### src/rtl/ltp_pkg.sv
package ltp_pkg;
  localparam int WORD_W = 16;

  typedef struct packed {
    logic        valid;
    logic        frame0;
    logic        frame1;
    logic        ctlHit;
    logic [15:0] ctlPos;
  } ltp_strobe_t;

  function automatic int ceilDiv(input int a, input int b);
    return (a + b - 1) / b;
  endfunction
endpackage

### src/rtl/ltp_ctrl.sv
module ltp_ctrl #(
  parameter int M     = 2,
  parameter int S     = 2,
  parameter int CS    = 1,
  parameter int K     = 4,
  parameter int IDX_W = 16
) (
  input  logic                clk,
  input  logic                rst_n,
  input  logic                alignDone,
  input  logic                linkUp,
  output logic [IDX_W-1:0]    frameIdx,
  output ltp_pkg::ltp_strobe_t strobe
);
  localparam int WALK = M * S;
  localparam int LEN  = K * ltp_pkg::ceilDiv(WALK + 2, K);
  localparam logic [IDX_W-1:0] LAST = IDX_W'(LEN - 1);

  logic             running;
  logic [IDX_W-1:0] cnt;

  always_ff @(posedge clk or negedge rst_n) begin
    if (!rst_n) begin
      running <= 1'b0;
      cnt     <= '0;
    end else if (!linkUp) begin
      running <= 1'b0;
      cnt     <= '0;
    end else if (alignDone) begin
      running <= 1'b1;
      cnt     <= '0;
    end else if (running) begin
      cnt <= (cnt == LAST) ? '0 : cnt + 1'b1;
    end
  end

  always_comb begin
    strobe.valid  = running;
    strobe.frame0 = running && (cnt == '0);
    strobe.frame1 = running && (cnt == IDX_W'(1));
    strobe.ctlHit = running && (CS > 0) && (cnt < IDX_W'(WALK));
    strobe.ctlPos = 16'(cnt);
  end

  assign frameIdx = cnt;


  idx_range_chk: assert property (@(posedge clk) disable iff (!rst_n)
    cnt <= LAST);

  idx_wrap_chk: assert property (@(posedge clk) disable iff (!rst_n)
    (running && linkUp && !alignDone && cnt == LAST) |=> (cnt == '0 && running));

  start_zero_chk: assert property (@(posedge clk) disable iff (!rst_n)
    (linkUp && alignDone) |=> (running && cnt == '0));

  link_drop_chk: assert property (@(posedge clk) disable iff (!rst_n)
    !linkUp |=> (!running && cnt == '0));
endmodule

### src/rtl/ltp_datapath.sv
module ltp_datapath #(
  parameter int M        = 2,
  parameter int S        = 2,
  parameter int N        = 12,
  parameter int CS       = 1,
  parameter int CID_BASE = 0
) (
  input  logic                 clk,
  input  logic                 rst_n,
  input  ltp_pkg::ltp_strobe_t strobe,
  output logic [M*S*16-1:0]    samples
);
  localparam int NS   = M * S;
  localparam int SH   = 16 - N;
  localparam logic [15:0] MID = 16'(1 << (N - 1));

  logic [NS-1:0] ctlBits;

  for (genvar c = 0; c < M; c++) begin : g_conv
    for (genvar s = 0; s < S; s++) begin : g_samp
      localparam int FLAT = c * S + s;
      logic [15:0] dataVal;
      logic [15:0] word;

      always_comb begin
        if (strobe.frame0)      dataVal = 16'(CID_BASE + c + 1);
        else if (strobe.frame1) dataVal = 16'(s + 1);
        else                    dataVal = MID;
        word = 16'(dataVal << SH);
        if (CS > 0 && strobe.ctlHit && strobe.ctlPos == 16'(FLAT))
          word[15 - ((CS > 0) ? N : 0)] = 1'b1;
        if (!strobe.valid) word = '0;
      end

      assign samples[FLAT*16 +: 16] = word;

      if (CS > 0) begin : g_ctl
        assign ctlBits[FLAT] = samples[FLAT*16 + 15 - N];
      end else begin : g_noctl
        assign ctlBits[FLAT] = 1'b0;
      end
    end
  end


  ctl_onehot_chk: assert property (@(posedge clk) disable iff (!rst_n)
    $onehot0(ctlBits));

  ctl_present_chk: assert property (@(posedge clk) disable iff (!rst_n)
    (CS > 0 && strobe.ctlHit) |-> ($countones(ctlBits) == 1));

  ctl_quiet_chk: assert property (@(posedge clk) disable iff (!rst_n)
    !strobe.ctlHit |-> (ctlBits == '0));

  idle_zero_chk: assert property (@(posedge clk) disable iff (!rst_n)
    !strobe.valid |-> (samples == '0));
endmodule

### src/rtl/ltp_gen.sv
module ltp_gen #(
  parameter int M        = 2,
  parameter int S        = 2,
  parameter int N        = 12,
  parameter int CS       = 1,
  parameter int K        = 4,
  parameter int CID_BASE = 0,
  parameter int IDX_W    = 16
) (
  input  logic                clk,
  input  logic                rst_n,
  input  logic                alignDone,
  input  logic                linkUp,
  output logic                frameValid,
  output logic [IDX_W-1:0]    frameIdx,
  output logic [M*S*16-1:0]   samples
);
  ltp_pkg::ltp_strobe_t strobe;

  ltp_ctrl #(.M(M), .S(S), .CS(CS), .K(K), .IDX_W(IDX_W)) u_ctrl (
    .clk(clk), .rst_n(rst_n), .alignDone(alignDone), .linkUp(linkUp),
    .frameIdx(frameIdx), .strobe(strobe)
  );

  ltp_datapath #(.M(M), .S(S), .N(N), .CS(CS), .CID_BASE(CID_BASE)) u_dp (
    .clk(clk), .rst_n(rst_n), .strobe(strobe), .samples(samples)
  );

  assign frameValid = strobe.valid;


  idle_idx_chk: assert property (@(posedge clk) disable iff (!rst_n)
    !frameValid |-> (frameIdx == '0));
endmodule

### config.mk
export PLATFORM = sky130hd
export DESIGN_NAME = ltp_gen
export DESIGN_NICKNAME = d
export VERILOG_FILES = /design/src/rtl/ltp_pkg.sv /design/src/rtl/ltp_ctrl.sv /design/src/rtl/ltp_datapath.sv /design/src/rtl/ltp_gen.sv
export SDC_FILE = /design/constraint.sdc
export NUM_CORES = 1
export LEC_CHECK = 0
export ABC_AREA = 1
export BUFFER_PORTS_ARGS = -buffer_cell sky130_fd_sc_hd__clkbuf_2
export CORE_ASPECT_RATIO = 0.6
export CORE_MARGIN = 5
export CORE_UTILIZATION = 46
export DETAILED_ROUTE_END_ITERATION = 12
export PLACE_DENSITY = 0.87
export RECOVER_POWER = 50
export SETUP_SLACK_MARGIN = 0.2
export SYNTH_ARGS = -nofsm -noshare
export SYNTH_HDL_FRONTEND = slang
export SYNTH_SLANG_ARGS = --single-unit
### constraint.sdc
create_clock -name clk -period 1.5 [get_ports clk]
set_input_delay 0.075 -clock clk [delete_from_list [all_inputs] [get_ports clk]]
set_output_delay 0.075 -clock clk [all_outputs]
set_load 0.05 [all_outputs]
==> results of run 1 <==
cells in the mapped netlist (3+ instances only):
master / n / share of area
nand2_2: 5 / 0.019
inv_1: 23 / 0.053
buf_4: 56 / 0.26
nor2_2: 5 / 0.019
nand2_1: 43 / 0.099
nor2_1: 21 / 0.048
o22ai_1: 6 / 0.023
a21oi_1: 3 / 0.0092
xor2_1: 4 / 0.021
nor2_4: 3 / 0.021
ha_1: 4 / 0.031
dfrtp_1: 17 / 0.26
o21ai_0: 4 / 0.012
nand4_1: 3 / 0.012
nand3_1: 15 / 0.046
cell families after synthesis:
logic type,after synthesis
flops,17
xor+xnor,4
simple gates,99
other cells,1
buf+inv,84
fa+ha+maj,4
compound gates,20
routing by layer:
layer,vias to the layer above,global-route usage
li1,732,-
met1,759,0.2529
met2,101,0.3059
met3,14,0.05917
met4,0,0.07778
met5,-,0
worst register-to-register path: stages (launching register included):
cell and delay, ns:
dfrtp_2 0.45, ha_4 0.17, nand2_2 0.08, inv_2 0.08, nand2_1 0.07, nor2_1 0.22
nand2_4 0.10, nand2_4 0.12, buf_12 0.13, o22ai_1 0.11
final timing paths:
check / endpoint
min in group asynchronous: u_ctrl.frameIdx[10]
worst max-delay path: samples[63]
worst min-delay path: u_ctrl.running
worst min register to register: u_ctrl.frameIdx[0]
worst max register to register: u_ctrl.frameIdx[8]
max in group asynchronous: u_ctrl.frameIdx[6]
power breakdown:
group / internal, W / total [W] / switching, W / leakage, nW
Clock: 0.000185 / 0.000364 / 0.000179 / 0.0255
Sequential: 0.000462 / 0.000466 / 0.00000459 / 0.210
Combinational: 0.000102 / 0.000559 / 0.000458 / 0.866
Total: 0.000749 / 0.00139 / 0.000641 / 1.10
registers in the layout, summed over array words and instances (netlist names):
signal and cells:
u_ctrl.frameIdx 16, u_ctrl.running 1
final cells by class:
| class | count | share of cell area |
|---|---|---|
| Multi-Input combinational cell | 177 | 0.4571 |
| Timing Repair Buffer | 64 | 0.2532 |
| Sequential cell | 17 | 0.1972 |
| Inverter | 26 | 0.04709 |
| Tap cell | 45 | 0.02493 |
| Clock buffer | 3 | 0.01828 |
| Clock inverter | 1 | 0.002216 |
timing repair:
item / in CTS / in global routing
buffers inserted: 4 / 2
pin swaps: 3 / 4
resized for setup: 44 / 24
hold endpoints to repair: 17 / 0
hold buffers: 1 / 0
endpoints found under the setup margin: 28 / 28
layout by cell type (no fill, tap or decap), types with 2 or more instances in the layout:
cell      instances
nand4_1           3
inv_2             6
conb_1           50
buf_12            2
o22ai_1           6
nor2_1           12
clkbuf_8          3
ha_1              3
buf_6             6
nor2_2            7
buf_8            10
nor2_4           10
nand3_4           2
o21ai_1           3
nand3_1           7
inv_1            18
nand2_2           8
nand2_1          39
nand2_4           2
dfrtp_2          16
xor2_1            4
buf_4            24
nand3_2           6
a21oi_1           2
o21ai_0           2
clkbuf_2         19
metrics by stage:
stage | utilization | area [µm²] | hold slack, ns | instances
floorplan | - | 1966 | -0.2206 | 278
global placement | 0.5764 | 1916 | 0.03821 | 322
detailed placement | 0.5764 | 1916 | 0.04582 | 322
CTS | 0.6604 | 2195 | 0.03103 | 331
global route | 0.6796 | 2258 | 0.04028 | 333
finish | 0.6796 | 2258 | 0.02881 | 333
==> results.yml, run 1 <==
status:
  outcome: "complete, but fails checks"
  violations: "negative setup slack"
sta:
  fin_crit_ns: 1.848
  finalHoldViolCount: 0
  max_freq_ghz: 0.5410
  min_period_over_period: 1.232
  worst_pin_slew_ns: 0.9914
  final_max_slew_viol_count: 0
  setup_viol: 26
  setup_tns_ns: -4.692
  finalClockSkew_ns: 0.009609
  rsz0062_at_grt: "yes"
  fin_ws_ns: -0.3484
  max_slew_margin: 0.3391
logic_synthesis:
  synth_top_family_by_area: "buffers and inverters"
  async_flop_share: 1.000
  ys_types: 30
  synth-compound-area-share: 0.07368
  synthFlopType: "dfrtp_1"
  netlist_area_um2: 1630
  ys_seq_elements: 17
  synth_mux_area_frac: 0
  synth-simple-area-share: 0.2817
  syn_inst: 229
  avgSynthCellArea_um2: 7.119
  synth_edf_count: 0
  synth-adder-area-share: 0.03070
  yosys.area_share.xor_xnor: 0.02149
  seq_area_frac_synth: 0.2609
  yosysWarnings: 0
critical_path:
  crit_type: "flip-flop to primary output"
  critPathMaxStageDelay_ns: 0.44
  crit_fanout: 4
  worstSetupStartpoint: "u_ctrl.frameIdx[3]"
  cp_top_family: "simple AND/OR/NAND/NOR gates"
  end_kind: "primary output"
  cp_num_cells: 6
  cp.required_ns: 1.42
  cp_cell_sequence: "or2_2 -> nor2_2 -> o2111ai_2 -> nand2_2 -> clkinvlp_4 -> clkbuf_16"
  rrSetupSlack_ns: -0.16
  r2r_cells: 9
  arrival_ns: 1.77
  rr_startpoint: "u_ctrl.frameIdx[0]"
  cp_num_buf_inv: 2
  start_kind: "flip-flop"
  cp_slowest_cell: "dfrtp_2"
worst_hold_path:
  holdPathStages: 2
  min_path_type: "primary input to flip-flop"
  hp-start: "linkUp"
detailed_routing:
  drc: 0
  routed_wl_um: 5026
  drt-met1-wl_um: 1947
  first_pass_iters: 4
  antenna_left: 0
  vias_per_cell: 4.823
  wl_met3_um: 594
  top_layer: "met4"
  drt_iter0_markers: 187
  via_count: 1606
  met2_length_um: 2411
  routedWlPerCell_um: 15.09
placed_design:
  place_hpwl_um: 3405
  pre_cts_ws_ns: -0.07179
  io_buffers: 34
  gp_congestion: 0.8841
flow_run:
  maxCapViolCount: 0
floorplanning:
  die_h_um: 56.12
  fp.dieW_um: 86.86
  start_util: 0.4906
  design.core.area_um2: 3323
  pin_count: 85
  die_area_um2: 4874
  row_count: 16
finish:
  multi_input_area_um2: 1032
  area_delta_synth_final_pct: 38.53
  nets: 297
  antenna_cells: 0
  fill_cells: 251
  seq_area_um2: 445.4
  drive_above_1_share: 0.4549
global_route:
  grt_pass1_vias: 1555
  overflow: 0
  grtUsageTotal: 0.1967
  grt_first_pass_wirelength_um: 7514
  grt_max_degree: 18
  antenna_found_initial: 0
clocking:
  clock-root-buffer: "clkbuf_8"
  clkSinkCount: 17
  clk_pin_slew_ns: 0.08
  tritoncts: "yes"
  insertion_delay_ns: 0.27
  cts_made_buffers: 3
  cts_max_path_buffers: 2
  htree_levels: 1
pwr:
  cellPowerDensity_nw_per_um2: 615.4
  p_leak_nw: 1.101
  totalPowerFinal_w: 0.001390
  peakVddDrop_v: 0.0004817
Note: power is estimated with default switching activity, not from simulation.
==> run 2, diff against run 1 <==
--- a/config.mk
+++ b/config.mk
@@ -13,7 +13,7 @@
 export DETAILED_ROUTE_END_ITERATION = 12
 export PLACE_DENSITY = 0.87
 export RECOVER_POWER = 50
-export SETUP_SLACK_MARGIN = 0.2
+export SETUP_SLACK_MARGIN = 0.3
 export SYNTH_ARGS = -nofsm -noshare
 export SYNTH_HDL_FRONTEND = slang
 export SYNTH_SLANG_ARGS = --single-unit
==> run 2 against run 1 <==
  * Die area unchanged
  * The run still ends with negative setup slack left
  * Largest cell class unchanged
  * Total power increased by 2.5%
  * Combinational power increased by 8.1%
  * Global-route usage increased by 3.8 points
==> results.yml, run 2 (synthesis gave the netlist of run 1 again) <==
sta:
  final_max_slew_viol_count: 0
  finalClockSkew_ns: 0.002361
  max_slew_margin: 0.3359
  fin_crit_ns: 1.867
  min_period_over_period: 1.244
  fin_ws_ns: -0.3667
  setup_viol: 24
  rsz0062_at_grt: "yes"
  max_freq_ghz: 0.5357
  finalHoldViolCount: 0
  worst_pin_slew_ns: 0.9962
detailed_routing:
  drt_iter0_markers: 233
  drc: 0
  via_count: 1879
  routedWlPerCell_um: 20.38
  vias_per_cell: 5.478
  met2_length_um: 3196
  antenna_left: 0
  routed_wl_um: 6989
  drt-met1-wl_um: 2289
  top_layer: "met4"
  wl_met3_um: 931
  first_pass_iters: 5
pwr:
  p_leak_nw: 1.222
  internal_power_w: 0.0007753
  peakVddDrop_v: 0.0004095
  seq_power_share: 0.328
  totalPowerFinal_w: 0.001425
  p_clk_frac: 0.248
  p_comb_frac: 0.424
  swShare: 0.4559
  cellPowerDensity_nw_per_um2: 566.0
  p_sw_w: 0.0006496
finish:
  area_delta_synth_final_pct: 54.41
  fill_cells: 193
  nets: 307
  antenna_cells: 0
  mostFrequentLayoutCells: "50 x conb_1, 36 x nand2_1, 27 x buf_4"
  drive_above_1_share: 0.5336
  layout_commonest_cell: "conb_1"
  largest_reg_flops: 16
clocking:
  cts_made_buffers: 3
  clock-root-buffer: "clkbuf_8"
  clk_pin_slew_ns: 0.07
  insertion_delay_ns: 0.26
  htree_levels: 1
  tritoncts: "yes"
  clkSinkCount: 17
  cts_max_path_buffers: 2
placed_design:
  io_buffers: 34
  pre_cts_ws_ns: -0.09028
  place_hpwl_um: 3332
  gp_congestion: 0.8935
critical_path:
  crit_type: "flip-flop to primary output"
  crit_fanout: 4
  cp_cell_sequence: "buf_6 -> nor2_4 -> nand2_2 -> nor2_4 -> o2111ai_2 -> nand2_2 -> clkinvlp_4 -> clkbuf_16"
  cp_slowest_cell: "dfrtp_2"
  cp_top_family: "buffers and inverters"
  cp_num_buf_inv: 3
  start_kind: "flip-flop"
  arrival_ns: 1.79
  cp.required_ns: 1.42
  end_kind: "primary output"
  critPathMaxStageDelay_ns: 0.41
floorplanning:
  design.core.area_um2: 3323
  fp.dieW_um: 86.86
  row_count: 16
  pin_count: 85
  start_util: 0.4906
  die_area_um2: 4874
  die_h_um: 56.12
global_route:
  grt_pass1_vias: 1714
  grtUsageTotal: 0.2350
  grt_first_pass_wirelength_um: 8942
  overflow: 0
  antenna_found_initial: 0
  grt_max_degree: 18
status:
  outcome: "complete, but fails checks"
  violations: "negative setup slack"
worst_hold_path:
  min_path_type: "primary input to flip-flop"
flow_run:
  maxCapViolCount: 0
run 2: cell count changes in the layout (fill, tap and decap cells not counted), sizes merged:
cell	before	now
buf	42	55
clkbuf	24	22
clkinv	1	0
clkinvlp	1	2
inv	25	24
run 2: worst register-to-register path: stages (launching register included):
cell,delay [ns]
dfrtp_2,0.37
buf_4,0.11
buf_4,0.16
nand2_1,0.11
nor2_2,0.24
and2_1,0.21
nand3_1,0.11
nand3_2,0.10
nand2_1,0.05
run 2: path summary, 6_finish.rpt:
check                      cells after the start                   to                 from  slack, ns
max in group asynchronous                      2   u_ctrl.frameIdx[5]                rst_n       0.32
hold / removal                                 2       u_ctrl.running               linkUp       0.03
setup reg to reg                               8  u_ctrl.frameIdx[15]  u_ctrl.frameIdx[10]      -0.07
hold reg to reg                                2   u_ctrl.frameIdx[6]   u_ctrl.frameIdx[6]       0.63
setup / recovery                               8          samples[31]   u_ctrl.frameIdx[7]      -0.37
min in group asynchronous                      2  u_ctrl.frameIdx[11]                rst_n       0.51
run 2: cell type report:
class | instances | area [µm²] | area share
Multi-Input combinational cell | 177 | 1129 | 0.4483
Timing Repair Buffer | 74 | 721.9 | 0.2868
Sequential cell | 17 | 445.4 | 0.1769
Inverter | 26 | 120.1 | 0.04771
Tap cell | 45 | 56.30 | 0.02237
Clock buffer | 4 | 45.04 | 0.01789
run 2: layer usage:
| layer | vias up | GRT usage |
|---|---|---|
| met5 | - | 0 |
| met4 | 0 | 0.1178 |
| met3 | 68 | 0.05769 |
| met2 | 210 | 0.3881 |
| met1 | 850 | 0.2811 |
| li1 | 751 | - |
run 2: power by group through the flow:
| stage | sequential (W) | combinational (W) | clock, W |
|---|---|---|---|
| finish | 0.000467 | 0.000604 | 0.000354 |
| global route | 0.000467 | 0.000618 | 0.000370 |
| CTS | 0.000465 | 0.000557 | 0.000345 |
| detailed placement | 0.000475 | 0.000504 | 0 |
| global placement | 0.000474 | 0.000500 | 0 |
| floorplan | 0.000486 | 0.000537 | 0 |
run 2: timing repair:
| item | in CTS | in global routing |
|---|---|---|
| pin swaps | 7 | 10 |
| hold buffers | 1 | 0 |
| hold endpoints to repair | 17 | 0 |
| endpoints found under the setup margin | 28 | 33 |
| resized for setup | 56 | 50 |
| setup buffers | 9 | 7 |
run 2: stage by stage:
stage                     hold slack, ns  cell area [µm²]  instances  utilization  setup TNS [ns]
after global routing             0.03829             2517        343       0.7575          -5.978
after floorplan                  -0.2206             1966        278            -          -3.075
after global placement           0.01948             1961        322       0.5900         -0.1173
final                            0.03465             2517        343       0.7575          -5.010
after CTS                        0.03905             2332        336       0.7018          -2.908
after detailed placement         0.02855             1961        322       0.5900         -0.4686
